[config.mk]
export PLATFORM = sky130hd
export DESIGN_NAME = xor_payload_cipher
export DESIGN_NICKNAME = d
export VERILOG_FILES = /design/src/rtl/xpc_pkg.sv /design/src/rtl/xpc_fifo.sv /design/src/rtl/xpc_mask_gen.sv /design/src/rtl/xor_payload_cipher.sv
export SDC_FILE = /design/constraint.sdc
export NUM_CORES = 1
export LEC_CHECK = 0
export CORE_MARGIN = 1.5
export CORE_UTILIZATION = 50
export CTS_BUF_LIST = sky130_fd_sc_hd__clkbuf_16
export DETAILED_ROUTE_END_ITERATION = 10
export GPL_TIMING_DRIVEN = 0
export MAX_ROUTING_LAYER = met4
export PLACE_DENSITY_LB_ADDON = 0.12
export SYNTH_ARGS = -nofsm -noshare
export SYNTH_HDL_FRONTEND = slang
export SYNTH_SLANG_ARGS = --single-unit
[constraint.sdc]
create_clock -name clk -period 41.6 [get_ports clk]
set_clock_uncertainty 0.05 [all_clocks]
set_input_delay 8.32 -clock clk [delete_from_list [all_inputs] [get_ports clk]]
set_output_delay 8.32 -clock clk [all_outputs]
set_load 0.01 [all_outputs]
[src/rtl/xpc_pkg.sv]
package xpc_pkg;
  // Where the head beat sits inside its frame.
  typedef enum logic [1:0] {
    POS_HDR  = 2'd0,  // first beat, header only
    POS_EDGE = 2'd1,  // header tail followed by payload
    POS_BODY = 2'd2   // payload only
  } beat_pos_e;
endpackage

[src/rtl/xpc_fifo.sv]
module xpc_fifo #(
  parameter int WIDTH = 8,
  parameter int DEPTH = 4
) (
  input  logic             clk,
  input  logic             rst_n,
  input  logic             in_valid,
  output logic             in_ready,
  input  logic [WIDTH-1:0] in_data,
  output logic             out_valid,
  input  logic             out_ready,
  output logic [WIDTH-1:0] out_data
);
  localparam int AW = (DEPTH > 1) ? $clog2(DEPTH) : 1;
  localparam logic [AW:0]   FULL_CNT = (AW + 1)'(DEPTH);
  localparam logic [AW-1:0] LAST_PTR = AW'(DEPTH - 1);

  logic [WIDTH-1:0] mem [DEPTH];
  logic [AW-1:0]    wr_ptr, rd_ptr;
  logic [AW:0]      count;
  logic             push, pop;

  assign in_ready  = (count != FULL_CNT);
  assign out_valid = (count != '0);
  assign out_data  = mem[rd_ptr];
  assign push      = in_valid && in_ready;
  assign pop       = out_valid && out_ready;

  always_ff @(posedge clk) begin
    if (push) mem[wr_ptr] <= in_data;
  end

  always_ff @(posedge clk) begin
    if (!rst_n) begin
      wr_ptr <= '0;
      rd_ptr <= '0;
      count  <= '0;
    end else begin
      if (push) wr_ptr <= (wr_ptr == LAST_PTR) ? '0 : wr_ptr + 1'b1;
      if (pop)  rd_ptr <= (rd_ptr == LAST_PTR) ? '0 : rd_ptr + 1'b1;
      case ({push, pop})
        2'b10:   count <= count + 1'b1;
        2'b01:   count <= count - 1'b1;
        default: count <= count;
      endcase
    end
  end

  assert_no_overflow_R9: assert property (@(posedge clk) disable iff (!rst_n)
    count <= FULL_CNT);
  assert_full_blocks_R9: assert property (@(posedge clk) disable iff (!rst_n)
    (count == FULL_CNT) && !pop |=> (count == FULL_CNT) && !in_ready);
endmodule

[src/rtl/xpc_mask_gen.sv]
module xpc_mask_gen
  import xpc_pkg::*;
#(
  parameter int          BYTES     = 32,
  parameter int          HDR_BYTES = 34,
  parameter int          KEY_W     = 32,
  parameter logic [31:0] KEY       = 32'hA5C3_1E77
) (
  input  logic               clk,
  input  logic               rst_n,
  input  logic               advance,
  input  logic               end_pkt,
  input  logic [BYTES-1:0]   strb,
  output logic [8*BYTES-1:0] mask
);
  // Header bytes that spill into the second beat.
  localparam int CUT       = HDR_BYTES - BYTES;
  localparam int KEY_BYTES = KEY_W / 8;

  beat_pos_e       pos, pos_nxt;
  logic [BYTES-1:0] en;

  always_comb begin
    pos_nxt = pos;
    if (advance) begin
      if (end_pkt) pos_nxt = POS_HDR;
      else begin
        case (pos)
          POS_HDR:  pos_nxt = POS_EDGE;
          POS_EDGE: pos_nxt = POS_BODY;
          default:  pos_nxt = POS_BODY;
        endcase
      end
    end
  end

  always_ff @(posedge clk) begin
    if (!rst_n) pos <= POS_HDR;
    else        pos <= pos_nxt;
  end

  for (genvar i = 0; i < BYTES; i++) begin : g_byte
    localparam int KB      = i % KEY_BYTES;
    localparam bit PAST_HD = (i >= CUT);
    assign en[i] = strb[i] && ((pos == POS_BODY) || ((pos == POS_EDGE) && PAST_HD));
    assign mask[8*i +: 8] = en[i] ? KEY[8*KB +: 8] : 8'h00;
  end

  assert_hdr_clear_R1: assert property (@(posedge clk) disable iff (!rst_n)
    (pos == POS_HDR) |-> (mask == '0));
  assert_eop_rewind_R6: assert property (@(posedge clk) disable iff (!rst_n)
    advance && end_pkt |=> (pos == POS_HDR));
  if (CUT > 0) begin : g_cut_chk
    assert_edge_cut_R2: assert property (@(posedge clk) disable iff (!rst_n)
      (pos == POS_EDGE) |-> (mask[8*CUT-1:0] == '0));
  end
endmodule

[src/rtl/xor_payload_cipher.sv]
module xor_payload_cipher #(
  parameter int          DATA_W    = 256,
  parameter int          USER_W    = 128,
  parameter int          FIFO_D    = 4,
  parameter int          HDR_BYTES = 34,
  parameter logic [31:0] KEY       = 32'hA5C3_1E77
) (
  input  logic                  clk,
  input  logic                  rst_n,
  input  logic [DATA_W-1:0]     s_tdata,
  input  logic [DATA_W/8-1:0]   s_tstrb,
  input  logic [USER_W-1:0]     s_tuser,
  input  logic                  s_tlast,
  input  logic                  s_tvalid,
  output logic                  s_tready,
  output logic [DATA_W-1:0]     m_tdata,
  output logic [DATA_W/8-1:0]   m_tstrb,
  output logic [USER_W-1:0]     m_tuser,
  output logic                  m_tlast,
  output logic                  m_tvalid,
  input  logic                  m_tready
);
  localparam int BYTES = DATA_W / 8;
  localparam int FW    = DATA_W + BYTES + USER_W + 1;

  logic [FW-1:0]     q_in, q_out;
  logic [DATA_W-1:0] head_data, mask;
  logic              advance;

  assign q_in = {s_tlast, s_tuser, s_tstrb, s_tdata};

  xpc_fifo #(.WIDTH(FW), .DEPTH(FIFO_D)) u_fifo (
    .clk       (clk),
    .rst_n     (rst_n),
    .in_valid  (s_tvalid),
    .in_ready  (s_tready),
    .in_data   (q_in),
    .out_valid (m_tvalid),
    .out_ready (m_tready),
    .out_data  (q_out)
  );

  assign {m_tlast, m_tuser, m_tstrb, head_data} = q_out;
  assign advance = m_tvalid && m_tready;

  xpc_mask_gen #(
    .BYTES(BYTES), .HDR_BYTES(HDR_BYTES), .KEY_W(32), .KEY(KEY)
  ) u_mask (
    .clk     (clk),
    .rst_n   (rst_n),
    .advance (advance),
    .end_pkt (m_tlast),
    .strb    (m_tstrb),
    .mask    (mask)
  );

  assign m_tdata = head_data ^ mask;

  assert_hold_R8: assert property (@(posedge clk) disable iff (!rst_n)
    m_tvalid && !m_tready |=> m_tvalid && $stable(m_tdata) && $stable(m_tlast)
                              && $stable(m_tuser) && $stable(m_tstrb));
endmodule

==> run metrics <==
result of the run finished, final reports clean; Synth Instances 2,491; worst-case clock buffer depth 3; max-cap violation count 0; Setup violations, final 0; worst hold path type reg2reg; worst skew pair latency 0.80 ns; Post-Synth Simple-Gate Area 0.001944; initial antenna violation count 63; HPWL after DPL 102,000 um; grt met1 use 0.2676; Pleak 25.63 nW; Tmin final 11.86 ns; fmax 0.08434 GHz; crit path kind reg2out; adder-cell share of the synthesized area 0.001905; fin crit share 0.2850; Ys Warns 0; Synth Register Bits 1,679; main combinational cell family by area after synthesis multiplexers; HP Start u_mask.pos[0]; router iterations before antenna repair 5; Routed Antenna Nets 0; Seq/Total Area, Yosys 0.7977; IR drop worst, VDD 0.00004441 V; via count 29,446; clock-pin slew on the worst setup and hold paths 0.05 ns; Final Power 4.747 mW; chip height 358.2 um; Clock Sink Count 1,679; Primary FF master, synth edfxtp_1; post-DR vias/cell 5.481; Setup Buffers After CTS 0; Core Region 0.1254 mm^2; hold_buf cts 0; GRT busiest layer met2; CTS tree yes; largest net degree at the start of global routing 56; Hold Path End u_mask.pos[0]; Synth async-reset ratio 0; die area 0.1283 mm^2; Final Hold Viols 0; First DRT Iteration DRCs 2,617; CTS Buf Count 168; Die X 358.2 um; register area 0.05031 mm^2; Compound-Gate Fraction of Synth Area 0.01046; WP data arrival 3.49 ns; Synth cell types 30; Max Slew Vio Count 0; GRT Total Usage 0.2364; Ports 840; IO buf count 838; post-synthesis cell area 0.06307 mm^2; first-pass GRT wire length 209,000 um; Critical Path Fanout Max 10; CP Data Required Time 33.23 ns; met2 usage 0.3847; FF-to-FF setup slack 38.32 ns; placed cell count 5,011; RD Place Congestion 0.7940; syn nets 2,921; Max-slew headroom 0.4430; post-synthesis xor/xnor area fraction 0.02028; crit end category primary output; Mean Syn Cell Area 25.32 um^2; portion of netlist area occupied by mux cells 0.1526; Multi-input gate area 0.01183 mm^2; Starting Density 0.5029; worst r2r path cells 7; H-tree Lvls 4; layout cells sized above 1 0.2142; met3 Resource Use GR 0.08305; FF-to-FF End u_fifo.mem[3][158]; Non-Filler Instances 5,372; RSZ-0062 raised after global routing false; post-CTS resize count 0; row count 130; Routed Wire Length 148,300 um; vias in the first global route 31,113; # DRC 0; fill count 8,351; reg2reg start u_fifo.count[0]; GRT overflow 0; Post-Route Setup TNS 0 ns; fin nets 3,961; Root Buffer clkbuf_16; DR WL/cell 27.60 um; Post-synth EDFFs 1,668; Slew @ Worst Pin 0.8355 ns; pwr dens 59.51 mW/mm^2; Setup crit start kind register; Hold Path Stages 2; Synth-to-Final Area Change 26.48%
[metal layers]
layer  vias to the layer above  wire, um  share of wire
li1                      12816         -              -
met1                     15432     53760           0.36
met2                       973     76380           0.52
met3                       225     13250          0.089
met4                         0      4904          0.033
met5                         -         0              0
[cells by family (layout without fill, tap and decap cells)]
logic type / count (synthesis) / count (layout)
flip-flops: 1679 / 1679
multiplexers: 478 / 478
XOR/XNOR: 146 / 146
buffers and inverters: 114 / 1278
AO/OA/AOI/OAI: 41 / 41
AND/OR/NAND/NOR: 24 / 24
adder cells (fa/ha/maj): 9 / 9
other: 0 / 67
[Yosys cell counts, drive strengths merged (3+ instances only)]
| library cell | count | share of area |
|---|---|---|
| edfxtp | 1668 | 0.79 |
| mux4 | 387 | 0.14 |
| xor2 | 136 | 0.019 |
| buf | 105 | 0.015 |
| mux2i | 91 | 0.014 |
| o22ai | 30 | 0.0092 |
| dfxtp | 11 | 0.0035 |
| xnor2 | 10 | 0.0014 |
| inv | 9 | 0.00054 |
| ha | 8 | 0.0016 |
| nand2 | 6 | 0.00040 |
| a21oi | 5 | 0.00040 |
| nor2 | 5 | 0.00030 |
| and3 | 4 | 0.00040 |
| nand3 | 4 | 0.00032 |
| or3 | 3 | 0.00030 |
[through the flow]
step	hold WS (ns)	area [um^2]	util	setup WS (ns)
final	0.4352	79770	0.6361	29.74
after global routing	0.4665	79750	0.6360	29.57
after CTS	0.4421	79600	0.6347	29.53
after detailed placement	0.4345	74420	0.5934	30.33
after global placement	0.4046	73520	0.5862	14.70
after floorplan	0.3950	63070	-	22.60
[worst max-delay path, stage by stage, from the launching register on]
cell and delay [ns]:
dfxtp_1 0.30, buf_4 0.13, buf_6 0.17, buf_6 0.21
buf_2 0.36, mux4_2 0.39, xnor2_1 0.36, clkdlybuf4s50_1 0.78
[worst max-delay path by stage]
stage | startpoint | endpoint | depth (start not counted)
floorplan | s_tvalid | u_fifo.mem[3][0] | 2
global placement | s_tvalid | u_fifo.mem[2][178] | 2
detailed placement | s_tvalid | u_fifo.mem[2][178] | 6
CTS | register | m_tstrb[24] | 7
global route | register | m_tstrb[24] | 7
finish | register | m_tdata[11] | 7
[sequential cells by signal, summed over array words and instances (netlist names), named ones only]
register and count:
u_fifo.count 3, u_fifo.mem 1668, u_fifo.rd_ptr 2, u_fifo.wr_ptr 2
u_mask.pos 2
[report_power, final]
part | internal [mW] | total (mW) | switching, mW
registers | 2.01 | 2.04 | 0.0290
clock network | 0.811 | 1.41 | 0.604
logic | 0.666 | 1.29 | 0.625
[layout make-up]
| type | count | area share |
|---|---|---|
| well taps | 1650 | 0.02588 |
| plain buffers | 105 | 0.01150 |
| clock buffers | 173 | 0.05427 |
| flip-flops and latches | 1679 | 0.6307 |
| clock inverters | 121 | 0.01065 |
| repair buffers | 870 | 0.1162 |
| multi-input cells | 698 | 0.1483 |
| inverters | 9 | 0.0004235 |
| diodes | 67 | 0.002102 |
[cells in the final DEF (no fill, tap or decap), types with 2 or more instances in the layout]
master           Yosys  final
diode_2              0     67
ha_1                 8      8
buf_16               0     32
o22ai_2              3      3
and3_4               0      4
clkinv_1             0     32
clkinvlp_4           0      7
xor2_1             136    136
clkinv_2             0     24
xnor2_1             10     10
nor2_1               5      5
buf_6               44     44
inv_1                9     49
a21o_1               2      2
clkinv_8             0      2
mux4_2             387    387
bufinv_16            0     10
dfxtp_1             11     11
or3_1                3      3
inv_6                0      5
o22ai_4             27     27
nand3_1              4      4
mux2i_1             91     91
a21oi_1              5      5
clkdlybuf4s50_1      0    838
buf_2               16     16
clkbuf_16            0    173
nand2_1              5      5
buf_4               43     43
edfxtp_1          1668   1668
Power figures use the tool's default switching activity.
